## config.mk

```make
export PLATFORM = sky130hd
export DESIGN_NAME = uart_flow_ctrl
export DESIGN_NICKNAME = d
export VERILOG_FILES = /design/src/rtl/fc_pkg.sv /design/src/rtl/fc_level_track.sv /design/src/rtl/fc_rx_filter.sv /design/src/rtl/fc_tx_arbiter.sv /design/src/rtl/uart_flow_ctrl.sv
export SDC_FILE = /design/constraint.sdc
export NUM_CORES = 1
export LEC_CHECK = 0
export BUFFER_PORTS_ARGS = -buffer_cell sky130_fd_sc_hd__buf_2
export CORE_MARGIN = 2
export CORE_UTILIZATION = 39
export DETAILED_ROUTE_END_ITERATION = 8
export GPL_ROUTABILITY_DRIVEN = 0
export MAX_ROUTING_LAYER = met4
export PLACE_DENSITY = 0.84
export SLEW_MARGIN = 15
export SYNTH_ARGS = -nofsm -noshare
export SYNTH_HDL_FRONTEND = slang
export SYNTH_SLANG_ARGS = --single-unit
export TNS_END_PERCENT = 50
```

## constraint.sdc

```tcl
create_clock -name clk -period 4.3 [get_ports clk]
set_input_delay 0.86 -clock clk [delete_from_list [all_inputs] [get_ports clk]]
set_output_delay 0.86 -clock clk [all_outputs]
set_load 0.005 [all_outputs]
```

## src/rtl/fc_pkg.sv

```systemverilog
// Shared constants and types for the serial link flow controller.
// Assumes 8-bit characters on both the receive and transmit sides.
package fc_pkg;
    localparam int FC_BYTE_W = 8;

    typedef enum logic {
        FC_MODE_WIRE   = 1'b0,
        FC_MODE_INBAND = 1'b1
    } fc_mode_e;

    localparam logic [FC_BYTE_W-1:0] FC_CHAR_PAUSE  = 8'h13;
    localparam logic [FC_BYTE_W-1:0] FC_CHAR_RESUME = 8'h11;
endpackage

```

## src/rtl/fc_level_track.sv

```systemverilog
// Hysteresis tracker for receive-buffer fill level.
// Enters "stopped" at occ >= hi and leaves it at occ < lo. It also gives
// single-cycle rise/fall indications that are valid for the coming edge.
// Assumes lo <= hi.
module fc_level_track #(
    parameter int OCC_W = 6
) (
    input  logic             clk,
    input  logic             rst_n,
    input  logic [OCC_W-1:0] occ,
    input  logic [OCC_W-1:0] hi,
    input  logic [OCC_W-1:0] lo,
    output logic             stopped,
    output logic             stop_rise,
    output logic             stop_fall
);
    logic stop_q;
    logic stop_nxt;

    // Next stop state: above-high enters, below-low leaves, otherwise hold.
    always_comb begin
        if (stop_q) stop_nxt = (occ >= lo);
        else        stop_nxt = (occ >= hi);
    end

    // Register the stop state.
    always_ff @(posedge clk) begin
        if (!rst_n) stop_q <= 1'b0;
        else        stop_q <= stop_nxt;
    end

    assign stopped   = stop_q;
    assign stop_rise = ~stop_q & stop_nxt;
    assign stop_fall = stop_q & ~stop_nxt;
endmodule

```

## src/rtl/fc_rx_filter.sv

```systemverilog
// Receive-side character filter.
// In in-band mode it removes the pause/resume characters from the stream and
// keeps a "remote paused" flag. In wire mode it passes every byte through.
module fc_rx_filter
    import fc_pkg::*;
(
    input  logic                 clk,
    input  logic                 rst_n,
    input  logic                 inband,
    input  logic                 in_valid,
    input  logic [FC_BYTE_W-1:0] in_byte,
    output logic                 out_valid,
    output logic [FC_BYTE_W-1:0] out_byte,
    output logic                 remote_paused
);
    logic is_pause;
    logic is_resume;
    logic paused_q;

    // Recognise flow characters only when in-band signalling is active.
    always_comb begin
        is_pause  = inband && in_valid && (in_byte == FC_CHAR_PAUSE);
        is_resume = inband && in_valid && (in_byte == FC_CHAR_RESUME);
    end

    // Track whether the far end has asked us to stop sending.
    always_ff @(posedge clk) begin
        if (!rst_n)         paused_q <= 1'b0;
        else if (is_pause)  paused_q <= 1'b1;
        else if (is_resume) paused_q <= 1'b0;
    end

    assign out_valid     = in_valid & ~(is_pause | is_resume);
    assign out_byte      = in_byte;
    assign remote_paused = paused_q;
endmodule

```

## src/rtl/fc_tx_arbiter.sv

```systemverilog
// Transmit-side arbiter.
// Holds one pending control character and loads it ahead of payload when the
// serializer is idle. Payload is gated by clear-to-send (wire mode) or by
// the remote paused flag (in-band mode). Assumes the serializer raises busy
// from the cycle after a load until its frame ends.
module fc_tx_arbiter
    import fc_pkg::*;
(
    input  logic                 clk,
    input  logic                 rst_n,
    input  logic                 inband,
    input  logic                 stop_rise,
    input  logic                 stop_fall,
    input  logic                 cts_in,
    input  logic                 remote_paused,
    input  logic                 ser_busy,
    input  logic                 pay_valid,
    input  logic [FC_BYTE_W-1:0] pay_byte,
    output logic                 pay_ready,
    output logic                 ser_load,
    output logic [FC_BYTE_W-1:0] ser_byte
);
    logic                 pend_v;
    logic [FC_BYTE_W-1:0] pend_c;
    logic                 send_ctrl;
    logic                 send_pay;
    logic                 pay_allowed;

    // Decide what, if anything, goes to the serializer this cycle.
    always_comb begin
        pay_allowed = inband ? ~remote_paused : cts_in;
        send_ctrl   = inband & pend_v & ~ser_busy;
        send_pay    = ~ser_busy & ~send_ctrl & pay_valid & pay_allowed;
    end

    // Pending slot: a new event overwrites, a load empties it.
    always_ff @(posedge clk) begin
        if (!rst_n) begin
            pend_v <= 1'b0;
            pend_c <= '0;
        end else if (inband && stop_rise) begin
            pend_v <= 1'b1;
            pend_c <= FC_CHAR_PAUSE;
        end else if (inband && stop_fall) begin
            pend_v <= 1'b1;
            pend_c <= FC_CHAR_RESUME;
        end else if (send_ctrl) begin
            pend_v <= 1'b0;
        end
    end

    assign pay_ready = send_pay;
    assign ser_load  = send_ctrl | send_pay;
    assign ser_byte  = send_ctrl ? pend_c : pay_byte;
endmodule

```

## src/rtl/uart_flow_ctrl.sv

```systemverilog
// Serial link flow controller top level.
// Joins the fill-level tracker, the receive filter and the transmit arbiter.
// mode_sel is expected to change only while reset is asserted.
module uart_flow_ctrl
    import fc_pkg::*;
#(
    parameter int OCC_W = 6
) (
    input  logic             clk,
    input  logic             rst_n,
    input  logic             mode_sel,
    input  logic [OCC_W-1:0] occupancy,
    input  logic [OCC_W-1:0] thresh_hi,
    input  logic [OCC_W-1:0] thresh_lo,
    input  logic             rx_in_valid,
    input  logic [7:0]       rx_in_byte,
    output logic             rx_out_valid,
    output logic [7:0]       rx_out_byte,
    input  logic             pay_valid,
    input  logic [7:0]       pay_byte,
    output logic             pay_ready,
    input  logic             ser_busy,
    output logic             ser_load,
    output logic [7:0]       ser_byte,
    input  logic             cts_in,
    output logic             rts_out
);
    logic inband;
    logic stopped;
    logic stop_rise;
    logic stop_fall;
    logic remote_paused;

    assign inband = (fc_mode_e'(mode_sel) == FC_MODE_INBAND);

    fc_level_track #(.OCC_W(OCC_W)) u_level (
        .clk       (clk),
        .rst_n     (rst_n),
        .occ       (occupancy),
        .hi        (thresh_hi),
        .lo        (thresh_lo),
        .stopped   (stopped),
        .stop_rise (stop_rise),
        .stop_fall (stop_fall)
    );

    fc_rx_filter u_rxf (
        .clk           (clk),
        .rst_n         (rst_n),
        .inband        (inband),
        .in_valid      (rx_in_valid),
        .in_byte       (rx_in_byte),
        .out_valid     (rx_out_valid),
        .out_byte      (rx_out_byte),
        .remote_paused (remote_paused)
    );

    fc_tx_arbiter u_txa (
        .clk           (clk),
        .rst_n         (rst_n),
        .inband        (inband),
        .stop_rise     (stop_rise),
        .stop_fall     (stop_fall),
        .cts_in        (cts_in),
        .remote_paused (remote_paused),
        .ser_busy      (ser_busy),
        .pay_valid     (pay_valid),
        .pay_byte      (pay_byte),
        .pay_ready     (pay_ready),
        .ser_load      (ser_load),
        .ser_byte      (ser_byte)
    );

    // Ready-to-receive drops only in wire mode while stopped.
    assign rts_out = ~(~inband & stopped);
endmodule

```

# ---- Yosys cells after proc, flatten, opt, wreduce, memory -nomap -nowiden
# Index checks and enable logic that the tools add are counted.
dict set report classes {
  magnitude_cmp 2
  eq_ne 2
  muxes 10
  bitwise 19
  reduce_logical 8
}
# op count
set op_table {}
lappend op_table {{$eq A8 B5 Y1 const B} 2}
lappend op_table {{$ge A6 B6 Y1} 2}
lappend op_table {{$mux W5} 2}
lappend op_table {{$and A1 B1 Y1} 9}
lappend op_table {{$mux W8} 1}
lappend op_table {{$not A1 Y1} 8}
lappend op_table {{$mux W1} 7}
lappend op_table {{$logic_and A1 B1 Y1} 5}
lappend op_table {{$reduce_bool A2 Y1} 2}
lappend op_table {{$reduce_bool A3 Y1} 1}
lappend op_table {{$or A1 B1 Y1} 2}
dict set report word_totals {
  ff_bits 6
  input_bits 41
  output_inout_bits 20
  word_cells 45
}

# ---- Logic depth before layout (Yosys ltp)
dict set report depth {
  ltp_word 7
  ltp_mapped 7
}

# ---- Cells and area by module
# From an unflattened synthesis, not the netlist that was laid out.
dict set report unflattened {
  cells_unflattened 90
  area_unflattened_um2 730.7
}
# module instances cells_each area_each_um2 seq_area_each_um2
set modules_own_cells {}
lappend modules_own_cells {fc_level_track 1 42 335.3 20.0}
lappend modules_own_cells {fc_tx_arbiter 1 31 254.0 60.1}
lappend modules_own_cells {fc_rx_filter 1 16 135.1 20.0}
lappend modules_own_cells {uart_flow_ctrl 1 1 6.3 0.0}

# ---- Worst setup path after synthesis
# No wires, ideal clock.
dict set report synth_timing {
  path_type {input port to output port}
  startpoint {in rx_in_byte[5]}
  endpoint {out rx_out_valid}
  t_arrival_ns 1.839
  required_ns 3.440
  slack_ns 1.601
  stages 4
  path_buffers 0
  cell_sequence {or4b_1 -> nor3_1 -> nand4_1 -> and2_2}
}
dict set report synth_between {
  elab_chain_cells 5
  word_cells_on_any_way 7
}
# item line_no
set synth_rtl {}
lappend synth_rtl {{start, declared} uart_flow_ctrl.sv:16} ;# input logic [7:0] rx_in_byte,
lappend synth_rtl {{$eq A8 B5 Y1 (on tied branches)} {fc_rx_filter.sv:22, fc_rx_filter.sv:23}}
lappend synth_rtl {{$logic_and A1 B1 Y1 (on tied branches)} {fc_rx_filter.sv:22, fc_rx_filter.sv:23}}
lappend synth_rtl {{$or A1 B1 Y1 (*)} fc_rx_filter.sv:33} ;# assign out_valid = in_valid & ~(is_pause | is_resume);
lappend synth_rtl {{$not A1 Y1 (*)} fc_rx_filter.sv:33}
lappend synth_rtl {{$and A1 B1 Y1 (*)} fc_rx_filter.sv:33}
lappend synth_rtl {{end, declared} uart_flow_ctrl.sv:17} ;# output logic rx_out_valid,
# Every way passes the cells marked *; elsewhere a longest branch is shown, timed or not.

# ---- Final worst setup path
# Ends and elaborated chain as after synthesis.

==> flow_summary_export.csv <==
group,metric,value,unit
die,chipWidth,45,um
timing,timing.fmax,337.4,MHz
critical_path,critical_path.startpoint_type,"input pin",
timing,final_hold_viol_count,0,
route,drt_iter0_markers,13,
die,core_area,0.001541,mm^2
yosys,ys_seq_elements,5,
cells_and_area,finish.utilization,60.88,%
cells_and_area,final_layout_size_suffix_gt1_share,46.48,%
cts,cts_sinks,5,
route,first_pass_iters,4,
timing,timing.final.crit_share,68.92,%
die,die_h,45,um
route,detail_route.wl_per_cell,10.92,um
critical_path,worstPathMaxFanout,2,
outcome,run_status,"complete, no violations",
yosys,synth.net_count,140,
yosys,yosysTopAreaCellShare,22.90,%
critical_path,critical_path_class,"input pin to primary output",
critical_path,path_common_cell,"sky130_fd_sc_hd__buf_2",
yosys,avgSynthCellArea,7.536,um^2
timing,rsz0062_at_grt,"no",
pwr,p_per_area,194.7,mW/mm^2
yosys,postSynthCellCount,87,
critical_path,crit_chain,"buf_2, or4b_1, nor3_1, nand4_1, and2_2, buf_2",
cts,worst_skew_pair.late_latency,0.24,ns
yosys,synth.distinct_cells,25,
critical_path,slowest_stage,"sky130_fd_sc_hd__or4b_1",
timing,slew_viol_final,0,
pwr,report.power.total,182.8,uW
timing,fin_skew,0.002225,ns
pwr,cellLeakagePower,0.5519,nW
yosys,synthFlopType,"sky130_fd_sc_hd__dfxtp_1",
yosys,synth_seq_area_share,15.27,%
yosys,synth-async-reset-ratio,0,%
critical_path,critical_path.endpoint_type,"primary output",
cts,holdBufCountCts,0,
cells_and_area,area_delta_synth_final,43.13,%
die,initial_utilization,42.53,%
timing,timing.slew.headroom,74.33,%
cells_and_area,n_antenna_cell,0,
grt,global_route_wire_length_before_repair,2608,um
critical_path,r2r_slack,3.06,ns
grt,antenna_found_initial,0,
die,num_rows,14,
grt,globalRouteMet2Util,34.29,%
critical_path,critical-path-max-stage-delay,0.51,ns
route,avgViaCountPerCell,4.987,
critical_path,critPathArrivalTime,2.10,ns
timing,timing.final.crit_period,2.964,ns
timing,fin_setup_tns,0,ns
grt,grtUsageMet1,17.00,%
cts,cts_root_buf,"sky130_fd_sc_hd__clkbuf_4",
yosys,total_standard_cell_area_after_synthesis,655.6,um^2
die,die_area,0.002025,mm^2
hold_path,timing.hold.worst.class,"flip-flop to flip-flop",
grt,vias_in_the_first_global_route,689,
grt,peak_usage_layer_in_the_global_routing_report,"met2",
cts,cts_inserted_buffers,3,
yosys,number_of_enable_type_register_cells_in_the_synthesized_netlist,0,
route,route.vias.total,788,
cts,cts-resized-gates,0,
grt,grtUsageTotal,17.86,%
critical_path,worstPathRequired,3.44,ns
die,ioPinCount,61,
route,drtAntennaViolNets,0,
yosys,synth.most_common_cell,"sky130_fd_sc_hd__inv_1",
route,routed_wirelength,1725,um
yosys,synthTopCellsByCount,"sky130_fd_sc_hd__inv_1 (13), sky130_fd_sc_hd__ha_1 (12), sky130_fd_sc_hd__buf_4 (8), sky130_fd_sc_hd__nand2_1 (7), sky130_fd_sc_hd__a21oi_1 (6)",
yosys,synth_top_cell_by_area,"sky130_fd_sc_hd__ha_1",
route,detail_route.drc_violations,0,
timing,finalSetupViolCount,0,
grt,maximum_number_of_pins_on_one_net_before_global_route_repair,13,
cells_and_area,nNetsFinal,196,
timing,worst-slew-pin-transition,0.3839,ns
pwr,peakVddDrop,158.7,uV
grt,globalRoute.totalOverflow,0,
cts,htree_num_levels,1,
job,cap_violations,0,
cts,tritoncts_clock_tree,"done",
cts,path_clk_slew,0.04,ns
yosys,synth_area_leaders,"sky130_fd_sc_hd__ha_1 (23%), sky130_fd_sc_hd__dfxtp_1 (15%), sky130_fd_sc_hd__buf_4 (9.2%)",
cts,post_cts.repair.setup_buffers,0,
yosys,yosysWarnings,0,
placement,post-dp-hpwl,1543,um
cts,cts_buffer_depth,2,
grt,grt_use_met3,6.400,%
placement,port-buffer-count,60,
==> kinds of logic after synthesis <==
logic type               after synthesis  synth area share [%]
multiplexers                           3                 4.771
adder cells (fa/ha/maj)               12                 22.90
AO/OA/AOI/OAI                         16                 15.46
AND/OR/NAND/NOR                       29                 24.43
buffers and inverters                 22                 17.18
flip-flops                             5                 15.27
==> worst paths after layout <==
| check | end | from | cells after the start |
|---|---|---|---|
| max | rx_out_valid | rx_in_byte[5] | 6 |
| min | u_txa.pend_c[1]$_SDFFE_PN0P_ | u_txa.pend_c[1]$_SDFFE_PN0P_ | 2 |
| max reg2reg | u_txa.pend_c[1]$_SDFFE_PN0P_ | u_level.stopped$_SDFF_PN0_ | 5 |
| min reg2reg | u_txa.pend_c[1]$_SDFFE_PN0P_ | u_txa.pend_c[1]$_SDFFE_PN0P_ | 2 |
==> through the flow <==
step	hold WS (ns)	area, um^2	setup WS [ns]	std cells
after CTS	0.4744	938.4	1.317	158
after detailed placement	0.4524	912.1	1.327	154
after global routing	0.4793	938.4	1.284	158
after floorplan	0.4338	655.6	1.601	87
after global placement	0.4501	912.1	1.374	154
final	0.4780	938.4	1.336	158
==> placed cells by master (no fill, tap or decap) <==
cell type / Yosys / final
sky130_fd_sc_hd__o211ai_1: 1 / 1
sky130_fd_sc_hd__dfxtp_1: 5 / 5
sky130_fd_sc_hd__mux2i_1: 2 / 2
sky130_fd_sc_hd__o2111ai_1: 1 / 1
sky130_fd_sc_hd__nand3b_1: 2 / 2
sky130_fd_sc_hd__nor2b_1: 1 / 1
sky130_fd_sc_hd__a21oi_1: 6 / 6
sky130_fd_sc_hd__clkbuf_4: 0 / 3
sky130_fd_sc_hd__ha_1: 12 / 12
sky130_fd_sc_hd__mux2_2: 1 / 1
sky130_fd_sc_hd__o221ai_1: 1 / 1
sky130_fd_sc_hd__inv_1: 13 / 13
sky130_fd_sc_hd__nand2_1: 7 / 7
sky130_fd_sc_hd__and2_2: 1 / 1
sky130_fd_sc_hd__o221a_2: 1 / 1
sky130_fd_sc_hd__buf_2: 0 / 60
sky130_fd_sc_hd__o21bai_1: 1 / 1
sky130_fd_sc_hd__and2_1: 5 / 5
sky130_fd_sc_hd__o21ai_0: 3 / 3
sky130_fd_sc_hd__nor3_1: 1 / 1
sky130_fd_sc_hd__nand4_1: 3 / 3
sky130_fd_sc_hd__or4b_1: 1 / 1
sky130_fd_sc_hd__nand2b_1: 4 / 4
sky130_fd_sc_hd__nor2_1: 4 / 4
sky130_fd_sc_hd__a31oi_1: 2 / 2
sky130_fd_sc_hd__clkbuf_1: 1 / 1
==> flip-flops by register name, summed over array words and instances (netlist names) <==
signal,cells
u_level.stopped,1
u_rxf.remote_paused,1
u_txa.pend_c,2
u_txa.pend_v,1
==> critical path: cells and delay by family <==
family | cells | cell delay [ns]
AND/OR/NAND/NOR | 4 | 1.03
buffers and inverters | 2 | 0.22
==> layer usage <==
metal	wire (um)	share of wire [%]
met1	605	35
met2	963	56
met3	148	8.6
met4	8	0.46
met5	0	0
==> power by group <==
group          internal [mW]  switching, mW
logic                 0.0399         0.0344
registers             0.0512        0.00289
clock network         0.0351         0.0193
total                  0.126         0.0566
==> layout make-up <==
cell class / count / area, um^2
Clock buffer: 4 / 26.28
Fill cell: 151 / 603.1
Inverter: 13 / 48.80
Multi-Input combinational cell: 60 / 442.9
Sequential cell: 5 / 100.1
Tap cell: 16 / 20.02
Timing Repair Buffer: 60 / 300.3
No activity file was read; power rests on OpenSTA's default activity.
